<file path="src/rtl/btd_pkg.sv">
// Package: shared constants and the mode type for the binary timer divider.
// Assumes a chain made of whole 8-stage lanes.
package btd_pkg;
    localparam int BTD_STAGES = 24;
    localparam int BTD_LANE_W = 8;
    localparam int BTD_SEL_W  = 4;

    // Count-path configuration decoded from the set/reset/skip controls.
    typedef enum logic [1:0] {
        MODE_SERIES = 2'd0,
        MODE_SKIP   = 2'd1,
        MODE_LANES  = 2'd2,
        MODE_CLEAR  = 2'd3
    } btd_mode_e;
endpackage

</file>
<file path="src/rtl/btd_sync_fall.sv">
// Module: brings an asynchronous level onto clk through a DEPTH-flop chain.
// Reports a one-cycle pulse on each high-to-low change of the synchronised value.
// Assumes the input stays stable for at least two clk cycles per level.
module btd_sync_fall #(
    parameter int DEPTH = 2
) (
    input  logic clk,
    input  logic rst_n,
    input  logic async_i,
    output logic level_o,
    output logic fall_o
);
    logic [DEPTH-1:0] chain_q;
    logic             last_q;

    // Purpose: shift the raw input through the synchroniser chain.
    always_ff @(posedge clk) begin
        if (!rst_n) chain_q <= '0;
        else        chain_q <= {chain_q[DEPTH-2:0], async_i};
    end

    // Purpose: remember the previous synchronised level for edge detection.
    always_ff @(posedge clk) begin
        if (!rst_n) last_q <= 1'b0;
        else        last_q <= chain_q[DEPTH-1];
    end

    assign level_o = chain_q[DEPTH-1];
    assign fall_o  = last_q & ~chain_q[DEPTH-1];

    // the synchronised level follows the input sampled DEPTH cycles earlier.
    a_r10_sync_follow: assert property (@(posedge clk) disable iff (!rst_n)
        $rose(chain_q[0]) |=> chain_q[1]);
endmodule

</file>
<file path="src/rtl/btd_mode_ctl.sv">
// Module: decodes the set, reset and skip controls into a count-path mode.
// Also detects rising edges on set.
// Assumes the controls are synchronous to clk.
module btd_mode_ctl
    import btd_pkg::*;
(
    input  logic      clk,
    input  logic      rst_n,
    input  logic      preset_i,
    input  logic      clear_i,
    input  logic      skip8_i,
    output btd_mode_e mode_o,
    output logic      preset_rise_o
);
    logic preset_q;

    // Purpose: hold the previous value of set for rise detection.
    always_ff @(posedge clk) begin
        if (!rst_n) preset_q <= 1'b0;
        else        preset_q <= preset_i;
    end

    // Purpose: map the control levels to a mode, with lane mode taking priority.
    always_comb begin
        if (preset_i && clear_i)       mode_o = MODE_LANES;
        else if (clear_i)              mode_o = MODE_CLEAR;
        else if (skip8_i)              mode_o = MODE_SKIP;
        else                           mode_o = MODE_SERIES;
    end

    assign preset_rise_o = preset_i & ~preset_q;
endmodule

</file>
<file path="src/rtl/btd_stage_chain.sv">
// Module: the stage vector. It counts as one chain, as a chain that skips the
// low lane, or as independent lanes, and it clears in clear mode.
// Assumes STAGES is a multiple of LANE_W. advance_i is a one-cycle pulse.
module btd_stage_chain
    import btd_pkg::*;
#(
    parameter int STAGES = BTD_STAGES,
    parameter int LANE_W = BTD_LANE_W
) (
    input  logic              clk,
    input  logic              rst_n,
    input  btd_mode_e         mode_i,
    input  logic              advance_i,
    output logic [STAGES-1:0] stages_o,
    output logic [STAGES-1:0] stages_nxt_o
);
    localparam int LANES  = STAGES / LANE_W;
    localparam int HIGH_W = STAGES - LANE_W;

    logic [STAGES-1:0] cnt_q;
    logic [STAGES-1:0] lane_inc;
    logic [STAGES-1:0] full_inc;
    logic [STAGES-1:0] skip_inc;

    // Purpose: one independent incrementer per lane for lane mode.
    for (genvar g = 0; g < LANES; g++) begin : g_lane
        assign lane_inc[g*LANE_W +: LANE_W] =
            cnt_q[g*LANE_W +: LANE_W] + {{(LANE_W-1){1'b0}}, 1'b1};
    end

    assign full_inc = cnt_q + {{(STAGES-1){1'b0}}, 1'b1};
    assign skip_inc = {cnt_q[STAGES-1:LANE_W] + {{(HIGH_W-1){1'b0}}, 1'b1},
                       cnt_q[LANE_W-1:0]};

    // Purpose: choose the next stage vector from the mode and the advance pulse.
    always_comb begin
        stages_nxt_o = cnt_q;
        if (mode_i == MODE_CLEAR) begin
            stages_nxt_o = '0;
        end else if (advance_i) begin
            case (mode_i)
                MODE_LANES: stages_nxt_o = lane_inc;
                MODE_SKIP:  stages_nxt_o = skip_inc;
                default:    stages_nxt_o = full_inc;
            endcase
        end
    end

    // Purpose: register the stage vector.
    always_ff @(posedge clk) begin
        if (!rst_n) cnt_q <= '0;
        else        cnt_q <= stages_nxt_o;
    end

    assign stages_o = cnt_q;

    // clear mode leaves the chain at zero on the next cycle.
    a_r2_clear_zero: assert property (@(posedge clk) disable iff (!rst_n)
        (mode_i == MODE_CLEAR) |=> (cnt_q == '0));
    // one series step adds exactly one to the whole chain.
    a_r1_series_step: assert property (@(posedge clk) disable iff (!rst_n)
        (mode_i == MODE_SERIES && advance_i) |=>
        (cnt_q == STAGES'($past(cnt_q) + 1)));
    // the lowest lane wraps on its own in lane mode.
    a_r3_lane_wrap: assert property (@(posedge clk) disable iff (!rst_n)
        (mode_i == MODE_LANES && advance_i) |=>
        (cnt_q[LANE_W-1:0] == LANE_W'($past(cnt_q[LANE_W-1:0]) + 1)));
    // the skipped low lane never moves in skip mode.
    a_r9_low_frozen: assert property (@(posedge clk) disable iff (!rst_n)
        (mode_i == MODE_SKIP) |=> $stable(cnt_q[LANE_W-1:0]));
endmodule

</file>
<file path="src/rtl/btd_tap_flag.sv">
// Module: the decoded output. A rise on set forces it high and arms it. The
// first counted edge after that drives it low, and each later counted edge
// loads the selected stage of the updated chain.
// Assumes the tap index LANE_W + sel lies inside the chain.
module btd_tap_flag #(
    parameter int STAGES = 24,
    parameter int LANE_W = 8,
    parameter int SEL_W  = 4
) (
    input  logic              clk,
    input  logic              rst_n,
    input  logic              preset_rise_i,
    input  logic              advance_i,
    input  logic [SEL_W-1:0]  sel_i,
    input  logic [STAGES-1:0] stages_nxt_i,
    output logic              dec_o
);
    localparam int IDX_W = $clog2(STAGES);

    logic [IDX_W-1:0] tap_idx;
    logic             armed_q;
    logic             dec_q;

    assign tap_idx = IDX_W'(LANE_W) + IDX_W'(sel_i);

    // Purpose: update the output flag and the arm bit. The set rise has priority.
    always_ff @(posedge clk) begin
        if (!rst_n) begin
            dec_q   <= 1'b0;
            armed_q <= 1'b0;
        end else if (preset_rise_i) begin
            dec_q   <= 1'b1;
            armed_q <= 1'b1;
        end else if (advance_i) begin
            dec_q   <= armed_q ? 1'b0 : stages_nxt_i[tap_idx];
            armed_q <= 1'b0;
        end
    end

    assign dec_o = dec_q;

    // a rise on set gives a high output next cycle.
    a_r6_set_high: assert property (@(posedge clk) disable iff (!rst_n)
        preset_rise_i |=> dec_q);
    // the first counted edge while armed drives the output low.
    a_r7_first_low: assert property (@(posedge clk) disable iff (!rst_n)
        (advance_i && armed_q && !preset_rise_i) |=> !dec_q);
endmodule

</file>
<file path="src/rtl/btd_top.sv">
// Module: top of the programmable binary timer divider. It wires the input
// synchroniser, mode decode, stage chain and decoded-output flag.
// Assumes the set/reset/hold/skip/select inputs are synchronous to clk.
module btd_top
    import btd_pkg::*;
#(
    parameter int STAGES     = BTD_STAGES,
    parameter int LANE_W     = BTD_LANE_W,
    parameter int SEL_W      = BTD_SEL_W,
    parameter int SYNC_DEPTH = 2
) (
    input  logic              clk,
    input  logic              rst_n,
    input  logic              tick_i,
    input  logic              preset_i,
    input  logic              clear_i,
    input  logic              hold_i,
    input  logic              skip8_i,
    input  logic [SEL_W-1:0]  tap_sel_i,
    output logic              dec_o,
    output logic              thru_a_o,
    output logic              thru_b_o,
    output logic [STAGES-1:0] stages_o
);
    logic              tick_lvl;
    logic              tick_fall;
    logic              preset_rise;
    logic              advance;
    btd_mode_e         mode;
    logic [STAGES-1:0] stages_nxt;

    btd_sync_fall #(.DEPTH(SYNC_DEPTH)) u_sync (
        .clk     (clk),
        .rst_n   (rst_n),
        .async_i (tick_i),
        .level_o (tick_lvl),
        .fall_o  (tick_fall)
    );

    btd_mode_ctl u_mode (
        .clk           (clk),
        .rst_n         (rst_n),
        .preset_i      (preset_i),
        .clear_i       (clear_i),
        .skip8_i       (skip8_i),
        .mode_o        (mode),
        .preset_rise_o (preset_rise)
    );

    // Purpose: count an input edge only when not held and not clearing.
    assign advance = tick_fall & ~hold_i & (mode != MODE_CLEAR);

    btd_stage_chain #(.STAGES(STAGES), .LANE_W(LANE_W)) u_chain (
        .clk          (clk),
        .rst_n        (rst_n),
        .mode_i       (mode),
        .advance_i    (advance),
        .stages_o     (stages_o),
        .stages_nxt_o (stages_nxt)
    );

    btd_tap_flag #(.STAGES(STAGES), .LANE_W(LANE_W), .SEL_W(SEL_W)) u_flag (
        .clk           (clk),
        .rst_n         (rst_n),
        .preset_rise_i (preset_rise),
        .advance_i     (advance),
        .sel_i         (tap_sel_i),
        .stages_nxt_i  (stages_nxt),
        .dec_o         (dec_o)
    );

    assign thru_a_o = tick_lvl;
    assign thru_b_o = tick_lvl;

    // while held outside clear mode, neither the chain nor the output moves.
    a_r5_hold_freeze: assert property (@(posedge clk) disable iff (!rst_n)
        (hold_i && mode != MODE_CLEAR && !preset_rise) |=>
        ($stable(stages_o) && $stable(dec_o)));
endmodule

</file>
<file path="config.mk">
export PLATFORM = sky130hd
export DESIGN_NAME = btd_top
export DESIGN_NICKNAME = d
export VERILOG_FILES = /design/src/rtl/btd_pkg.sv /design/src/rtl/btd_sync_fall.sv /design/src/rtl/btd_mode_ctl.sv /design/src/rtl/btd_stage_chain.sv /design/src/rtl/btd_tap_flag.sv /design/src/rtl/btd_top.sv
export SDC_FILE = /design/constraint.sdc
export NUM_CORES = 1
export LEC_CHECK = 0
export ABC_CLOCK_PERIOD_IN_PS = 4050
export BUFFER_PORTS_ARGS = -buffer_cell sky130_fd_sc_hd__buf_2
export CAP_MARGIN = 20
export CELL_PAD_IN_SITES_DETAIL_PLACEMENT = 1
export CELL_PAD_IN_SITES_GLOBAL_PLACEMENT = 1
export CORE_MARGIN = 2
export CORE_UTILIZATION = 30
export DETAILED_ROUTE_END_ITERATION = 12
export GPL_TIMING_DRIVEN = 1
export PLACE_DENSITY_LB_ADDON = 0.08
export SETUP_SLACK_MARGIN = 0.15
export SLEW_MARGIN = 5
export SYNTH_ARGS = -nofsm -noshare
export SYNTH_HDL_FRONTEND = slang
export SYNTH_SLANG_ARGS = --single-unit
</file>
<file path="constraint.sdc">
create_clock -name clk -period 4.05 [get_ports clk]
set_clock_uncertainty 0.05 [all_clocks]
set_input_delay 0.2025 -clock clk [delete_from_list [all_inputs] [get_ports clk]]
set_output_delay 0.2025 -clock clk [all_outputs]
set_load 0.05 [all_outputs]
</file>
==> impl_metrics.csv <==
group,metric,value,unit
status,status,"complete, no violations",
synth,synth_fp_nets,238,
timing,period_needed,2520,ps
synth,avgSynthCellArea,8.01,sq um
die,fp.dieW,81.3,microns
global_route,antenna_found_initial,0,
synth,synth_area,1790,sq um
place,dp_cells,331,
timing,finalHoldViolations,0,
timing,slew_headroom,49.1,%
die,fp.dieH,81.3,microns
timing,setup_viol,0,
power_and_ir_drop,cellLeakagePower,0.000819,uW
power_and_ir_drop,power.share.clock,38.9,%
power_and_ir_drop,seq_power_share,50.7,%
critical_path,critical_path_peak_fanout,10,
die,ios,38,
clocking,cts.sinks,30,
timing,fmax,397,MHz
synth,yosysTopAreaCell,"dfxtp_1",
critical_path,critPathKind,"flop to flop",
timing,setup_tns,0,ps
power_and_ir_drop,cellPowerDensity,280,nW/um^2
final_layout,diodes,0,
global_route,grt_pass1_vias,1856,
critical_path,r2r_start,"u_sync.chain_q[1]",
synth,ys_ff_latch,30,
clocking,cts_tree,"built",
timing,rsz0062_at_grt,"false",
clocking,clk_latency,280,ps
timing,report.final.slew_viol_count,0,
die,die_area,6620,sq um
critical_path,crit_path_end_kind,"flop",
die,rows,28,
synth,ys_top_cells_by_area,"dfxtp_1 (33%), nor2_1 (6.3%), xor2_1 (4.4%)",
synth,netlist.area_leader.share,33.5,%
detailed_routing,num_vias,1836,
global_route,grt_max_degree,23,
power_and_ir_drop,swShare,26.6,%
final_layout,area_growth,18.3,%
power_and_ir_drop,max-vdd-ir-drop,0.128,mV
die,coreArea,5850,sq um
clocking,path_clk_slew,60,ps
timing,min_period_over_period,62.2,%
final_layout,final_layout_size_suffix_gt1_share,19.8,%
critical_path,r2r_slack,1530,ps
timing,worst_slew_pin_slew,759,ps
detailed_routing,drt_iter0_markers,52,
global_route,grt_overflow_total,0,
global_route,grt_pass1_wl,9540,microns
critical_path,crit_chain,"nor3b_2, nand2_1, nor4_1, o32ai_1, nor2b_1, a2111o_1, a32oi_1",
clocking,post_cts_resized,0,
place,place_congestion,0.792,
final_layout,stdcell_count,338,
critical_path,crit_path_end,"u_flag.dec_o",
final_layout,filler_cell_count,724,
critical_path,crit_arrival,2670,ps
final_layout,nets,277,
power_and_ir_drop,switchingPower,158,uW
critical_path,cp_slowest_cell,"nor3b_2",
place,port_buffers,37,
global_route,gr-usage-all-layers,19.4,%
synth,synth_seq_area_share,33.5,%
detailed_routing,routed_wl,5800,microns
critical_path,cp-start-kind,"flop",
place,dp_slack,1570,ps
power_and_ir_drop,power.internal,436,uW
detailed_routing,route.detailed.drc,0,
critical_path,worst_r2r_path_depth,7,
clocking,cts_root_buf,"clkbuf_8",
clocking,cts_setup_buffers,0,
clocking,htree_levels,2,
synth,syn_inst,224,
timing,worst_slack,1530,ps
critical_path,timing.rr.end,"u_flag.dec_o",
clocking,cts_made_buffers,5,
critical_path,critical_path.max_stage_delay,650,ps
critical_path,required,4200,ps
critical_path,cp-startpoint,"u_sync.chain_q[1]",
die,initial_core_util,30.7,%
run,maxCapViolCount,0,
clocking,ctsHoldBuffers,0,
power_and_ir_drop,combinationalPowerShare,10.4,%
synth,yosysWarnings,0,
hold_path,hp-class,"input port to flop",
detailed_routing,via_per_inst,5.43,
clocking,clk_path_buf_depth,2,
synth,synth.distinct_cells,53,
place,hpwl,4450,microns
detailed_routing,routedWlPerCell,17.2,microns
detailed_routing,drt_first_pass_iters,4,
detailed_routing,ant_nets,0,
## cell families (layout without fill, tap and decap cells)
logic type	Yosys count	in the layout	share of synthesized area (%)
and+or+nand+nor	121	121	36.2
AOI/OAI and AO/OA	42	42	15.9
DFF	30	30	33.5
xor gates and xnor gates	14	14	6.83
buffers and inverters	9	48	2.58
muxes	5	5	2.93
adders and majority gates	3	3	2.09
## how the worst min path moves through the flow
stage                     startpoint  cells past startpoint  slack [ps]                   end
after global routing          tick_i                      2          80     u_sync.chain_q[0]
after CTS                     tick_i                      2          70     u_sync.chain_q[0]
after global placement        tick_i                      2         360     u_sync.chain_q[0]
after detailed placement      tick_i                      2         370     u_sync.chain_q[0]
final                         tick_i                      2          80     u_sync.chain_q[0]
after floorplan                rst_n                      1         270  u_chain.stages_o[22]
## power groups by stage
stage / logic (uW) / clock network, uW / registers [uW]
after global routing: 68.3 / 251 / 301
after detailed placement: 61.3 / 0 / 307
after global placement: 61.4 / 0 / 308
final: 61.9 / 231 / 301
after CTS: 61.9 / 243 / 301
after floorplan: 32.8 / 0 / 312
## Yosys cell counts (all sizes together)
cell	number
a21boi	2
and2	7
nor3	10
o21bai	1
o22a	1
nand3	10
o21ba	1
nor4bb	1
a221oi	1
or4	1
a21o	1
mux2	2
or2	2
nand4	12
o221ai	3
a2111o	1
mux2i	3
xnor2	5
clkbuf	3
nand2	19
dfxtp	30
a211oi	1
o32ai	1
or3	6
xor2	9
or3b	1
nor2b	4
o21ai	8
a31oi	2
nor3b	1
o2111ai	2
o21a	2
nor4	4
buf	3
and3	2
inv	3
and4	3
a32oi	1
nor4b	1
ha	3
nor2	30
a21oi	11
nand2b	7
a311oi	2
o211ai	1
## worst max-delay path: cells and delay by family (launching register included)
family / cells / cell delay [ps]
flops: 1 / 340
compound gates: 3 / 760
simple gates: 4 / 1300
## metrics by stage
step	util (%)	power, uW	hold WS [ps]	area, sq um
2_1_floorplan	-	345	274	1790
3_3_place_gp	35.0	369	359	2050
3_5_place_dp	35.0	369	367	2050
4_1_cts	36.3	606	72.0	2120
5_1_grt	36.3	621	82.9	2120
6_report	36.3	594	76.0	2120
## cell type report
cell class	count	area (sq um)	area share [%]
multi-input cells	185	1150	54.1
flip-flops and latches	30	601	28.3
well taps	75	93.8	4.42
inverters	3	11.3	0.531
repair buffers	38	193	9.08
clock buffers	7	76.3	3.60
## sequential cells by signal (all words and copies together), names as in the netlist
register	cells
u_flag.dec_o	1
u_sync.chain_q	2
u_mode.preset_q	1
u_sync.last_q	1
u_chain.stages_o	24
u_flag.armed_q	1
## cells in the final DEF, fill, tap and decap left out, types with 2 or more instances in the layout
| master | n |
|---|---|
| and2_1 | 6 |
| o21ai_0 | 5 |
| a311oi_1 | 2 |
| nor3_1 | 9 |
| clkbuf_8 | 5 |
| a31oi_1 | 2 |
| o221ai_1 | 3 |
| dfxtp_1 | 30 |
| xnor2_1 | 5 |
| or3_1 | 5 |
| and3_1 | 2 |
| nand2b_1 | 7 |
| nor4_1 | 4 |
| and4_1 | 3 |
| nand3_1 | 10 |
| xor2_1 | 9 |
| o21ai_1 | 3 |
| inv_1 | 3 |
| nor2b_1 | 4 |
| o21a_1 | 2 |
| nand2_1 | 19 |
| ha_1 | 3 |
| o2111ai_1 | 2 |
| nand4_1 | 12 |
| buf_2 | 37 |
| clkbuf_1 | 2 |
| a21oi_1 | 11 |
| mux2i_1 | 3 |
| nor2_1 | 30 |
| mux2_2 | 2 |
## layer usage
metal  global-route usage (%)  vias to the layer above  wire [microns]
li1                         -                      902               -
met4                     7.12                        0              70
met3                     3.56                        7             183
met5                        0                        -               0
met1                     25.2                      895            2770
met2                     32.0                       32            2780
No activity file was read; power rests on OpenSTA's default activity.
